--- src/rtl/fpsd_pkg.sv ---
package fpsd_pkg;

    localparam int unsigned NUM_CH = 2;

    typedef enum logic [1:0] {
        ST_IDLE   = 2'd0,
        ST_ARMED  = 2'd1,
        ST_SETTLE = 2'd2
    } commit_state_t;

    // Field placement inside the frequency-control word.
    function automatic int unsigned field_lsb(input int unsigned ch);
        return (ch == 0) ? 8 : 0;
    endfunction

endpackage

--- src/rtl/fpsd_window.sv ---
module fpsd_window #(
    parameter int unsigned FIELD_W = 5
) (
    input  logic               clk,
    input  logic               rst_n,
    output logic [FIELD_W-1:0] slot,
    output logic               window_end
);
    logic [FIELD_W-1:0] slot_q;

    always_ff @(posedge clk or negedge rst_n) begin
        if (!rst_n) begin
            slot_q <= '0;
        end else begin
            slot_q <= slot_q + 1'b1;
        end
    end

    assign slot       = slot_q;
    assign window_end = &slot_q;
endmodule

--- src/rtl/fpsd_commit_fsm.sv ---
module fpsd_commit_fsm
    import fpsd_pkg::*;
(
    input  logic          clk,
    input  logic          rst_n,
    input  logic          kick_req,
    input  logic          window_end,
    output commit_state_t state,
    output logic          busy,
    output logic          load_now
);
    commit_state_t state_q, state_d;

    // State register
    always_ff @(posedge clk or negedge rst_n) begin
        if (!rst_n) begin
            state_q <= ST_IDLE;
        end else begin
            state_q <= state_d;
        end
    end

    // Next state
    always_comb begin
        state_d = state_q;
        unique case (state_q)
            ST_IDLE:   if (kick_req)   state_d = ST_ARMED;
            ST_ARMED:  if (window_end) state_d = ST_SETTLE;
            ST_SETTLE: if (window_end) state_d = ST_IDLE;
            default:                   state_d = ST_IDLE;
        endcase
    end

    // Outputs
    always_comb begin
        busy     = 1'b1;
        load_now = 1'b0;
        unique case (state_q)
            ST_IDLE:   busy = 1'b0;
            ST_ARMED:  load_now = window_end;
            ST_SETTLE: busy = 1'b1;
            default:   busy = 1'b0;
        endcase
    end

    assign state = state_q;
endmodule

--- src/rtl/fpsd_channel.sv ---
module fpsd_channel #(
    parameter int unsigned FIELD_W = 5
) (
    input  logic               clk,
    input  logic               rst_n,
    input  logic               load_now,
    input  logic [FIELD_W-1:0] new_field,
    output logic               ena
);
    localparam logic [FIELD_W:0] STEPS = (FIELD_W+1)'(1) << FIELD_W;

    logic [FIELD_W:0]   mult_q;
    logic [FIELD_W-1:0] acc_q;
    logic               phase_q;
    logic               ena_q;
    logic [FIELD_W:0]   sum;
    logic               carry;

    assign sum   = {1'b0, acc_q} + mult_q;
    assign carry = sum[FIELD_W];

    always_ff @(posedge clk or negedge rst_n) begin
        if (!rst_n) begin
            mult_q  <= STEPS;
            acc_q   <= '0;
            phase_q <= 1'b0;
            ena_q   <= 1'b0;
        end else if (load_now) begin
            mult_q  <= STEPS - {1'b0, new_field};
            acc_q   <= '0;
            phase_q <= 1'b0;
            ena_q   <= 1'b0;
        end else begin
            acc_q   <= sum[FIELD_W-1:0];
            ena_q   <= carry & phase_q;
            if (carry) begin
                phase_q <= ~phase_q;
            end
        end
    end

    assign ena = ena_q;
endmodule

--- src/rtl/frac_clk_enable_gen.sv ---
module frac_clk_enable_gen
    import fpsd_pkg::*;
#(
    parameter int unsigned FIELD_W  = 5,
    parameter int unsigned DATA_W   = 32,
    parameter int unsigned KICK_BIT = 31
) (
    input  logic              clk,
    input  logic              rst_n,
    input  logic              bus_wr,
    input  logic              bus_addr,
    input  logic [DATA_W-1:0] bus_wdata,
    output logic [DATA_W-1:0] bus_rdata,
    output logic              busy,
    output logic [NUM_CH-1:0] ena_out
);
    localparam int unsigned PEND_W = NUM_CH * FIELD_W;

    logic [FIELD_W-1:0] pend_q [NUM_CH];
    logic [PEND_W-1:0]  pend_flat;
    logic [FIELD_W-1:0] slot_w;
    logic               window_end_w;
    logic               load_w;
    logic               busy_w;
    logic               kick_req;
    logic               field_wr;
    commit_state_t      state_w;
    logic               unused_wdata;

    assign unused_wdata = ^bus_wdata;

    assign field_wr = bus_wr && !bus_addr && !busy_w;
    assign kick_req = bus_wr &&  bus_addr && bus_wdata[KICK_BIT];

    fpsd_window #(.FIELD_W(FIELD_W)) u_window (
        .clk        (clk),
        .rst_n      (rst_n),
        .slot       (slot_w),
        .window_end (window_end_w)
    );

    fpsd_commit_fsm u_fsm (
        .clk        (clk),
        .rst_n      (rst_n),
        .kick_req   (kick_req),
        .window_end (window_end_w),
        .state      (state_w),
        .busy       (busy_w),
        .load_now   (load_w)
    );

    for (genvar ch = 0; ch < NUM_CH; ch++) begin : g_ch
        localparam int unsigned LSB = field_lsb(ch);

        always_ff @(posedge clk or negedge rst_n) begin
            if (!rst_n) begin
                pend_q[ch] <= '0;
            end else if (field_wr) begin
                pend_q[ch] <= bus_wdata[LSB +: FIELD_W];
            end
        end

        assign pend_flat[ch*FIELD_W +: FIELD_W] = pend_q[ch];

        fpsd_channel #(.FIELD_W(FIELD_W)) u_chan (
            .clk       (clk),
            .rst_n     (rst_n),
            .load_now  (load_w),
            .new_field (pend_q[ch]),
            .ena       (ena_out[ch])
        );
    end

    always_comb begin
        bus_rdata = '0;
        if (bus_addr) begin
            bus_rdata[KICK_BIT] = busy_w;
        end else begin
            for (int ch = 0; ch < NUM_CH; ch++) begin
                bus_rdata[field_lsb(ch) +: FIELD_W] = pend_q[ch];
            end
        end
    end

    assign busy = busy_w;
endmodule

--- config.mk ---
export PLATFORM = sky130hd
export DESIGN_NAME = frac_clk_enable_gen
export DESIGN_NICKNAME = d
export VERILOG_FILES = /design/src/rtl/fpsd_pkg.sv /design/src/rtl/fpsd_window.sv /design/src/rtl/fpsd_commit_fsm.sv /design/src/rtl/fpsd_channel.sv /design/src/rtl/frac_clk_enable_gen.sv
export SDC_FILE = /design/constraint.sdc
export NUM_CORES = 1
export LEC_CHECK = 0
export BUFFER_PORTS_ARGS = -buffer_cell sky130_fd_sc_hd__buf_2
export CORE_MARGIN = 2
export CORE_UTILIZATION = 46
export CTS_CLUSTER_SIZE = 25
export DETAILED_ROUTE_END_ITERATION = 10
export PLACE_DENSITY = 0.79
export SYNTH_ARGS = -nofsm -noshare
export SYNTH_HDL_FRONTEND = slang
export SYNTH_SLANG_ARGS = --single-unit
--- constraint.sdc ---
create_clock -name clk -period 1.85 [get_ports clk]
set_input_delay 0.0925 -clock clk [delete_from_list [all_inputs] [get_ports clk]]
set_output_delay 0.0925 -clock clk [all_outputs]
set_load 0.02 [all_outputs]
[Word level (Yosys, flattened, before mapping)]
Index checks and enable logic that the tools add are counted.
W data, S select, Z words.
Cells by class
  equal/unequal tests: 5
  muxes and demuxes: 17
  shift-type cells: 0
  div/mod/pow operators: 0
  add/sub/neg operators: 5
  reductions and logical operators: 12
  bitwise operators: 4
  multipliers: 0
  $lt $le $gt $ge: 0
Operator list (number)
  $mux W5: 4
  $add A5 B6 Y6: 2
  $sub A6 B5 Y6 const A: 2
  $mux W1: 9
  $mux W2: 3
  $pmux W2 S3: 1
  $add A5 B1 Y5 const B: 1
  $reduce_and A5 Y1: 1
  $logic_and A1 B1 Y1: 4
  $ne A2 B1 Y1 const B: 2
  $reduce_bool A2 Y1: 2
  $reduce_and A3 Y1: 1
  $and A1 B1 Y1: 2
  $eq A2 B1 Y1 const B: 1
  $eq A2 B2 Y1 const B: 1
  $logic_not A1 Y1: 2
  $logic_not A2 Y1: 1
  $ne A2 B2 Y1 const B: 1
  $not A1 Y1: 2
  $reduce_or A2 Y1: 1
Storage, ports and cells
  ROM bits: 0
  memories kept: 0
  input bits: 36
  output and inout port bits: 35
  flip-flop bits (word level): 43
  latch bits: 0
  bits in writable memories: 0

[Depth between registers and ports, before layout]
Gate-level depths: netlist of the first run.
  depth after elaboration: 5
  mapped depth: 7
  mapped depth without buffers: 6

[By module]
Synthesis of the first run repeated with hierarchy kept, for this count alone.
Second synthesis, totals
  cells, all modules: 218
  area, all modules: 2424.8 um^2
By module, submodules not included
  fpsd_channel: cells an instance 67, sequential area each 326.6 um^2, times used 2, area an instance 716.9 um^2
  frac_clk_enable_gen: cells an instance 57, sequential area each 250.2 um^2, times used 1, area an instance 631.9 um^2
  fpsd_window: cells an instance 12, sequential area each 125.1 um^2, times used 1, area an instance 188.9 um^2
  fpsd_commit_fsm: cells an instance 15, sequential area each 50.0 um^2, times used 1, area an instance 170.2 um^2

[Worst setup path before layout of the first run]
No wires, ideal clock.
  path kind: register to register
  from: register u_fsm.state_q[0] (netlist: u_fsm.state[0])
  to: register pend_q (netlist bit pend_flat[3])
  stages on the path, launching flop included: 6
  data arrival time: 1.864 ns
  library setup time: 0.125 ns
  period minus slack after synthesis: 1.989 ns
  path slack: -0.139 ns
  cell sequence: dfrtp_1 inv_1 ha_1 nor3b_1 buf_2 mux2_2
Between the ends
  word-level cells in the longest chain between the ends: 5
RTL lines
  start, declared: line fpsd_commit_fsm.sv:12  | commit_state_t state_q, state_d;
  start signal, assigned: line fpsd_commit_fsm.sv:19  | state_q <= state_d;
  $eq A2 B1 Y1 / $eq A2 B2 Y1 (equally long branches): line fpsd_commit_fsm.sv:38  | unique case (state_q)
  $reduce_or A2 Y1 (no line) (*)
  $mux W1 (*): line fpsd_commit_fsm.sv:38
  net busy: line frac_clk_enable_gen.sv:14  | output logic busy,
  $logic_not A1 Y1 (*): line frac_clk_enable_gen.sv:32  | assign field_wr = bus_wr && !bus_addr && !busy_w;
  $logic_and A1 B1 Y1 (*): line frac_clk_enable_gen.sv:32
  end signal, assigned by index: line frac_clk_enable_gen.sv:59  | pend_q[ch] <= bus_wdata[LSB +: FIELD_W];
  end, declared: line frac_clk_enable_gen.sv:19  | logic [FIELD_W-1:0] pend_q [NUM_CH];
Mark *: on every way through the listed nets, which the timed path passes. The rest lies on a longest branch.
A chain may end at the register's enable or synchronous reset.

[Worst setup path after layout of the first run]
  from: register g_ch[1].u_chan.acc_q[4]
  to: register g_ch[1].u_chan.phase_q
Between the ends
  word-level cells in the longest chain between the ends: 2
RTL lines
  start, declared: line fpsd_channel.sv:13  | logic [FIELD_W-1:0] acc_q;
  start signal, assigned: line fpsd_channel.sv:34  | acc_q <= sum[FIELD_W-1:0];
  $add A5 B6 Y6: line fpsd_channel.sv:19  | assign sum = {1'b0, acc_q} + mult_q;
  $reduce_bool A2 Y1 (no line)
  end signal, assigned: line fpsd_channel.sv:37  | phase_q <= ~phase_q;
  end, declared: line fpsd_channel.sv:14  | logic phase_q;
No other way between the ends.

==> insert_results.sql, run 1 <==
INSERT INTO impl_metrics (metric_group, metric, value, unit) VALUES
('route', 'post_drt_wl_per_cell', '11.7', 'um'),
('timing', 'finalClockSkew', '0.00413', 'ns'),
('route', 'viasPerCell', '4.77', ''),
('place', 'numPlacedInstances', '308', ''),
('route', 'post-route-drc-count', '0', ''),
('timing', 'setup_viol_count_final', '0', ''),
('clock_network', 'clock_sinks', '43', ''),
('critical_path', 'cp.arrival', '2.00', 'ns'),
('clock_network', 'ctsHtreeMaxLevel', '2', ''),
('timing', 'report.final.slew_viol_count', '0', ''),
('route', 'final_antenna_net_count', '0', ''),
('yosys', 'synth-seq-cells', '43', ''),
('route', 'detail_route.first_pass.iterations', '4', ''),
('cells_and_area', 'layout_utilization', '54.7', '%'),
('run_status', 'status', 'finished clean', ''),
('timing', 'achievable-frequency', '560', 'MHz'),
('timing', 'final_hold_viol_count', '0', ''),
('yosys', 'synth_top_family_by_area', 'simple AND/OR/NAND/NOR gates', ''),
('yosys', 'yosys.area_share.adder', '11.0', '%'),
('clock_network', 'cts_root_buffer', 'sky130_fd_sc_hd__clkbuf_8', ''),
('yosys', 'seq_area_frac_synth', '47.1', '%'),
('global_route', 'grt_max_degree', '44', ''),
('critical_path', 'r2r_slack', '0.06', 'ns'),
('global_route', 'globalRoute.totalOverflow', '0', ''),
('clock_network', 'clk-insertion-delay-late', '0.29', 'ns'),
('place', 'pre_cts_slack', '0.0415', 'ns'),
('power', 'power.ir.vdd_worst', '486', 'uV'),
('global_route', 'antenna_found_initial', '0', ''),
('yosys', 'synth.area.mux_share', '2.95', '%'),
('route', 'detail_route.wirelength', '3720', 'um'),
('cells_and_area', 'flow.area_growth_from_synthesis', '13.7', '%'),
('power', 'power', '2970', 'uW'),
('floorplan', 'die-area', '5550', 'um^2'),
('yosys', 'mappedNetlistArea', '2290', 'um^2'),
('timing', 'worst-slew-pin-transition', '0.512', 'ns'),
('yosys', 'post_synth_and_or_nand_nor_area_fraction', '14.5', '%'),
('route', 'routed-via-count', '1522', ''),
('power', 'power-per-cell-area', '1140', 'nW/um^2'),
('clock_network', 'tritoncts', 'built', ''),
('global_route', 'vias_in_the_first_global_route', '1452', ''),
('timing', 'min_period_over_period', '96.6', '%'),
('floorplan', 'num_ports', '71', ''),
('cells_and_area', 'diode_count', '0', ''),
('yosys', 'syn_area_per_cell', '10.5', 'um^2'),
('cells_and_area', 'num-nets-final', '307', ''),
('floorplan', 'dieHeight', '74.5', 'um'),
('cells_and_area', 'final-instance-count-excl-fill', '319', ''),
('job', 'max_cap_viol_count', '0', ''),
('yosys', 'fraction_of_the_mapped_netlist_area_in_compound_gates', '8.47', '%'),
('critical_path', 'worst_setup_path_end_kind', 'register', ''),
('worst_hold_path', 'holdCritPathClass', 'in -> reg', ''),
('critical_path', 'worst-setup-path-type', 'reg -> reg', ''),
('clock_network', 'tritoncts_buffers', '5', ''),
('yosys', 'yosys.area_share.xor_xnor', '6.12', '%'),
('timing', 'relSlewSlack', '65.9', '%'),
('critical_path', 'critical_path.max_fanout', '4', ''),
('critical_path', 'setup.worst_path.start_class', 'register', ''),
('timing', 'final_period_minus_worst_setup_slack', '1.79', 'ns'),
('yosys', 'synthDominantCellAreaShare', '44.8', '%'),
('place', 'detailedPlacementHpwl', '2660', 'um'),
('place', 'gp_congestion', '0.725', ''),
('timing', 'setup_slack', '0.0629', 'ns'),
('critical_path', 'critical_path_required', '2.07', 'ns'),
('floorplan', 'core.rowCount', '25', ''),
('global_route', 'grt_pass1_wl', '6560', 'um'),
('route', 'starting_drc_count_in_detailed_routing', '44', ''),
('cells_and_area', 'drive_above_1_share', '19.8', '%'),
('clock_network', 'clkSlewWorstSetupHoldPaths', '0.08', 'ns'),
('clock_network', 'clock_path_buffers', '2', ''),
('yosys', 'synth.top_cells.by_area', 'sky130_fd_sc_hd__dfrtp_1, sky130_fd_sc_hd__ha_1, sky130_fd_sc_hd__buf_4, sky130_fd_sc_hd__xor2_1, sky130_fd_sc_hd__nand2_1', ''),
('clock_network', 'post-cts-setup-buffers', '0', ''),
('place', 'buffer_ports.inserted', '28', ''),
('floorplan', 'effective_utilization_at_floorplan', '48.1', '%'),
('floorplan', 'core', '4750', 'um^2'),
('yosys', 'post_syn_instances', '218', ''),
('power', 'cellLeakagePower', '0.00134', 'uW'),
('yosys', 'yosysUniqueCellTypes', '32', ''),
('yosys', 'synthDominantAreaCellType', 'sky130_fd_sc_hd__dfrtp_1', ''),
('timing', 'timing.setup.tns', '0', 'ns'),
('global_route', 'grt_usage', '15.5', '%'),
('floorplan', 'die-width', '74.5', 'um'),
('yosys', 'synth.yosys.warnings', '0', '');
cell families (layout without fill, tap and decap cells):
kind of cell / after synthesis / in the layout
compound gates: 33 / 33
mux: 6 / 6
flops: 43 / 43
buf+inv: 35 / 49
xor+xnor: 16 / 16
fa+ha+maj: 19 / 19
other cells: 1 / 21
simple gates: 65 / 65
report_power, final:
group,switching (uW),internal (uW),total [uW]
Sequential,105,1130,1240
Combinational,528,506,1030
Clock,304,396,700
sequential cells by signal, summed over array words and instances, names as in the netlist:
name                 cells
u_fsm.state              2
g_ch.u_chan.ena          2
pend_flat               10
g_ch.u_chan.acc_q       10
g_ch.u_chan.phase_q      2
u_window.slot            5
g_ch.u_chan.mult_q      12
critical path, stage by stage, from the launching register on:
cell	delay (ns)
sky130_fd_sc_hd__dfrtp_1	0.41
sky130_fd_sc_hd__ha_4	0.26
sky130_fd_sc_hd__and2_4	0.16
sky130_fd_sc_hd__a221o_1	0.35
sky130_fd_sc_hd__or3_1	0.38
sky130_fd_sc_hd__a21oi_1	0.16
metrics by stage:
step	hold slack [ns]	cell area, um^2
after detailed placement	0.195	2430
after global placement	0.189	2430
after floorplan	-0.203	2370
final	0.00886	2600
after global routing	0.0209	2600
after CTS	0.000106	2580
per-layer routing:
metal	global-route usage, %	up-vias	part of all wire, %
met4	4.76	0	1.6
met1	20.6	726	47
li1	-	748	-
met3	3.66	6	4.8
met2	25.4	42	47
met5	0	-	0
layout by cell type, fill, tap and decap left out, drive strengths merged, types with 2 or more instances in the layout:
cell type    count
dfrtp           41
buf             31
nand2           23
conb            21
ha              17
o21ai           16
xor2            10
nor2            10
a21oi            8
inv              7
nor2b            7
and2             7
xnor2            6
mux2             6
clkbuf           6
a21o             4
nor3             4
dlygate4sd3      4
nand3            3
or3              3
nor3b            3
and4b            2
a22o             2
fa               2
dfstp            2
and3             2
layout make-up:
| type | count | area (um^2) |
|---|---|---|
| timing repair buffer | 35 | 215 |
| inverter | 7 | 26.3 |
| tap | 67 | 83.8 |
| clock inverter | 1 | 30.0 |
| clock buffer | 6 | 72.6 |
| sequential | 43 | 1080 |
| fill | 435 | 2150 |
| multi-input combinational | 160 | 1100 |
final timing paths:
kind	start	cells after the start	end
max	g_ch[1].u_chan.acc_q[4]	5	g_ch[1].u_chan.phase_q
min	bus_wdata[0]	3	pend_flat[5]
max reg2reg	g_ch[1].u_chan.acc_q[4]	5	g_ch[1].u_chan.phase_q
min reg2reg	u_window.slot[0]	1	u_window.slot[0]
max in group asynchronous	rst_n	3	g_ch[0].u_chan.mult_q[5]
min in group asynchronous	rst_n	3	g_ch[1].u_chan.mult_q[0]
Yosys cell counts:
master                      n
sky130_fd_sc_hd__dfrtp_1   41
sky130_fd_sc_hd__buf_4     23
sky130_fd_sc_hd__nand2_1   23
sky130_fd_sc_hd__ha_1      17
sky130_fd_sc_hd__o21ai_0   16
sky130_fd_sc_hd__nor2_1    10
sky130_fd_sc_hd__xor2_1    10
sky130_fd_sc_hd__a21oi_1    8
sky130_fd_sc_hd__inv_1      7
sky130_fd_sc_hd__nor2b_1    7
sky130_fd_sc_hd__and2_1     6
sky130_fd_sc_hd__mux2_2     6
sky130_fd_sc_hd__xnor2_1    6
sky130_fd_sc_hd__a21o_1     4
sky130_fd_sc_hd__clkbuf_1   4
sky130_fd_sc_hd__nor3_1     4
sky130_fd_sc_hd__nand3_1    3
sky130_fd_sc_hd__nor3b_1    3
sky130_fd_sc_hd__or3_1      3
sky130_fd_sc_hd__a22o_1     2
sky130_fd_sc_hd__and4b_1    2
sky130_fd_sc_hd__dfstp_2    2
sky130_fd_sc_hd__fa_1       2
sky130_fd_sc_hd__a221o_1    1
sky130_fd_sc_hd__and2_4     1
sky130_fd_sc_hd__and3_1     1
sky130_fd_sc_hd__and3_2     1
sky130_fd_sc_hd__and4_1     1
sky130_fd_sc_hd__buf_2      1
sky130_fd_sc_hd__conb_1     1
sky130_fd_sc_hd__o21bai_1   1
sky130_fd_sc_hd__o41ai_1    1
repair_timing:
action / CTS / global route
resized for setup: 0 / 2
hold endpoints to repair: 44 / 0
endpoints found under the setup margin: 0 / 1
hold buffers: 4 / 0
No activity file was read; power rests on OpenSTA's default activity.
==> inputs of run 2 (changes only) <==
--- a/config.mk
+++ b/config.mk
@@ -10,7 +10,7 @@
 export CORE_UTILIZATION = 46
 export CTS_CLUSTER_SIZE = 25
 export DETAILED_ROUTE_END_ITERATION = 10
-export PLACE_DENSITY = 0.79
+export PLACE_DENSITY = 0.76
 export SYNTH_ARGS = -nofsm -noshare
 export SYNTH_HDL_FRONTEND = slang
 export SYNTH_SLANG_ARGS = --single-unit
==> run 2 against run 1 <==
Via count shrank 1.7%. Worst setup slack gained 0.026 ns. Sequential share of layout area shrank 0.49 points. Hold slack lost 0.0025 ns. Non-clock buffer count is the same. First-iteration DRC count shrank 55%. Total power grew 2.3%. Register-to-register slack gained 0.03 ns.
==> insert_results.sql, run 2 (same netlist as run 1, synthesis figures left out) <==
INSERT INTO impl_metrics (metric_group, metric, value, unit) VALUES
('floorplan', 'effective_utilization_at_floorplan', '48.1', '%'),
('global_route', 'antenna_found_initial', '0', ''),
('floorplan', 'die-area', '5550', 'um^2'),
('clock_network', 'cts_root_buffer', 'sky130_fd_sc_hd__clkbuf_8', ''),
('floorplan', 'core.rowCount', '25', ''),
('place', 'numPlacedInstances', '308', ''),
('floorplan', 'dieHeight', '74.5', 'um'),
('cells_and_area', 'num-nets-final', '307', ''),
('timing', 'report.final.slew_viol_count', '0', ''),
('cells_and_area', 'drive_above_1_share', '20.9', '%'),
('cells_and_area', 'layout_utilization', '55.4', '%'),
('cells_and_area', 'diode_count', '0', ''),
('route', 'post-route-drc-count', '0', ''),
('clock_network', 'ctsHtreeMaxLevel', '2', ''),
('timing', 'timing.setup.tns', '0', 'ns'),
('clock_network', 'tritoncts', 'built', ''),
('critical_path', 'worst_setup_path_end_kind', 'register', ''),
('timing', 'final_hold_viol_count', '0', ''),
('clock_network', 'clkSlewWorstSetupHoldPaths', '0.08', 'ns'),
('power', 'power.ir.vdd_worst', '598', 'uV'),
('route', 'viasPerCell', '4.68', ''),
('floorplan', 'num_ports', '71', ''),
('run_status', 'status', 'finished clean', ''),
('job', 'max_cap_viol_count', '0', ''),
('critical_path', 'worst_r2r_path_depth', '5', ''),
('global_route', 'vias_in_the_first_global_route', '1438', ''),
('clock_network', 'post-cts-setup-buffers', '0', ''),
('floorplan', 'die-width', '74.5', 'um'),
('critical_path', 'worst-setup-path-type', 'reg -> reg', ''),
('critical_path', 'critical_path_required', '2.07', 'ns'),
('place', 'place_area', '2450', 'um^2'),
('global_route', 'grt_max_degree', '44', ''),
('clock_network', 'clk-insertion-delay-late', '0.30', 'ns'),
('route', 'routed-via-count', '1496', ''),
('global_route', 'grt_usage', '15.3', '%'),
('place', 'gp_congestion', '0.711', ''),
('timing', 'holdWs', '0.00637', 'ns'),
('cells_and_area', 'largest_register_ffs', '12', ''),
('worst_hold_path', 'hold-path-cell-count', '3', ''),
('critical_path', 'critical_path.max_fanout', '4', ''),
('timing', 'achievable-frequency', '568', 'MHz'),
('timing', 'relSlewSlack', '64.6', '%'),
('clock_network', 'clock_path_buffers', '2', ''),
('power', 'power-per-cell-area', '1150', 'nW/um^2'),
('route', 'final_antenna_net_count', '0', ''),
('critical_path', 'setup.worst_path.start_class', 'register', ''),
('power', 'cellLeakagePower', '0.00135', 'uW'),
('place', 'detailedPlacementHpwl', '2530', 'um'),
('timing', 'setup_viol_count_final', '0', ''),
('cells_and_area', 'largest_register', 'g_ch.u_chan.mult_q', ''),
('critical_path', 'cp.arrival', '1.98', 'ns'),
('timing', 'worst-slew-pin-transition', '0.531', 'ns'),
('route', 'detail_route.wirelength', '3740', 'um'),
('global_route', 'grt_pass1_wl', '6390', 'um'),
('timing', 'final_period_minus_worst_setup_slack', '1.76', 'ns'),
('timing', 'finalClockSkew', '0.00744', 'ns'),
('cells_and_area', 'fin_area', '2630', 'um^2'),
('place', 'buffer_ports.inserted', '28', ''),
('global_route', 'globalRoute.totalOverflow', '0', ''),
('route', 'post_drt_wl_per_cell', '11.7', 'um'),
('cells_and_area', 'flow.area_growth_from_synthesis', '15.1', '%'),
('route', 'starting_drc_count_in_detailed_routing', '20', ''),
('clock_network', 'tritoncts_buffers', '5', ''),
('clock_network', 'clock_sinks', '43', ''),
('timing', 'rsz_0062_raised_after_global_routing', 'no', ''),
('timing', 'min_period_over_period', '95.2', '%'),
('worst_hold_path', 'holdCritPathClass', 'in -> reg', ''),
('cells_and_area', 'layout_commonest_cell', 'sky130_fd_sc_hd__dfrtp_1', ''),
('route', 'detail_route.first_pass.iterations', '4', ''),
('cells_and_area', 'final-instance-count-excl-fill', '320', ''),
('floorplan', 'core', '4750', 'um^2'),
('cells_and_area', 'mostFrequentLayoutCells', 'sky130_fd_sc_hd__dfrtp_1, sky130_fd_sc_hd__buf_2, sky130_fd_sc_hd__nand2_1', '');
## run 2: changes by cell type in the layout (fill, tap and decap cells not counted)
cell	delta
sky130_fd_sc_hd__clkbuf_8	+1
sky130_fd_sc_hd__buf_12	+1
sky130_fd_sc_hd__a21oi_2	+1
sky130_fd_sc_hd__clkbuf_1	-1
sky130_fd_sc_hd__buf_4	-1
sky130_fd_sc_hd__clkinv_2	+1
sky130_fd_sc_hd__a21oi_1	-1
## run 2: worst paths after layout
path                                         startpoint                       end  slack, ns
min in group asynchronous                         rst_n  g_ch[1].u_chan.mult_q[2]       0.41
worst max register to register  g_ch[1].u_chan.acc_q[4]    g_ch[1].u_chan.phase_q       0.09
max in group asynchronous                         rst_n  g_ch[0].u_chan.mult_q[5]       1.05
worst max-delay path            g_ch[1].u_chan.acc_q[4]    g_ch[1].u_chan.phase_q       0.09
worst min register to register         u_window.slot[0]          u_window.slot[0]       0.45
worst min-delay path                       bus_wdata[1]              pend_flat[6]      0.006
## run 2: timing repair
| item | 4_1_cts | 5_1_grt |
|---|---|---|
| endpoints found under the hold margin | 44 | 0 |
| hold buffers | 4 | 0 |
| gates resized for setup | 1 | 2 |
| setup endpoints to repair | 1 | 2 |
| pin swaps | 0 | 1 |
## run 2: layout make-up
class                           instances  area [um^2]
Clock inverter                          2         35.0
Inverter                                7         26.3
Tap cell                               67         83.8
Timing Repair Buffer                   35          228
Fill cell                             395         2120
Multi-Input combinational cell        160         1100
Clock buffer                            6         82.6
Sequential cell                        43         1080
## run 2: worst max-delay path, stage by stage, from the launching register on
cell	delay, ns
sky130_fd_sc_hd__dfrtp_1	0.41
sky130_fd_sc_hd__ha_4	0.27
sky130_fd_sc_hd__and2_4	0.16
sky130_fd_sc_hd__a221o_1	0.33
sky130_fd_sc_hd__or3_1	0.38
sky130_fd_sc_hd__a21oi_1	0.14
## run 2: power by group
part	internal, uW	switching, uW
Combinational	513	534
Sequential	1130	105
Clock	437	317
Total	2080	956
## run 2: through the flow
step | power [uW] | worst slack [ns]
floorplan | 2080 | 0.0330
global placement | 2180 | 0.0666
detailed placement | 2220 | 0.0244
CTS | 3020 | 0.0338
global route | 3280 | 0.0140
finish | 3040 | 0.0889
## run 2: routing by layer
metal | share of wire, % | wire length (um) | vias up | global-route usage (%)
met1 | 45 | 1690 | 700 | 19.0
met4 | 1.9 | 71 | 0 | 6.94
li1 | - | - | 750 | -
met3 | 5.4 | 203 | 5 | 4.88
met2 | 48 | 1780 | 41 | 24.5
met5 | 0 | 0 | - | 0
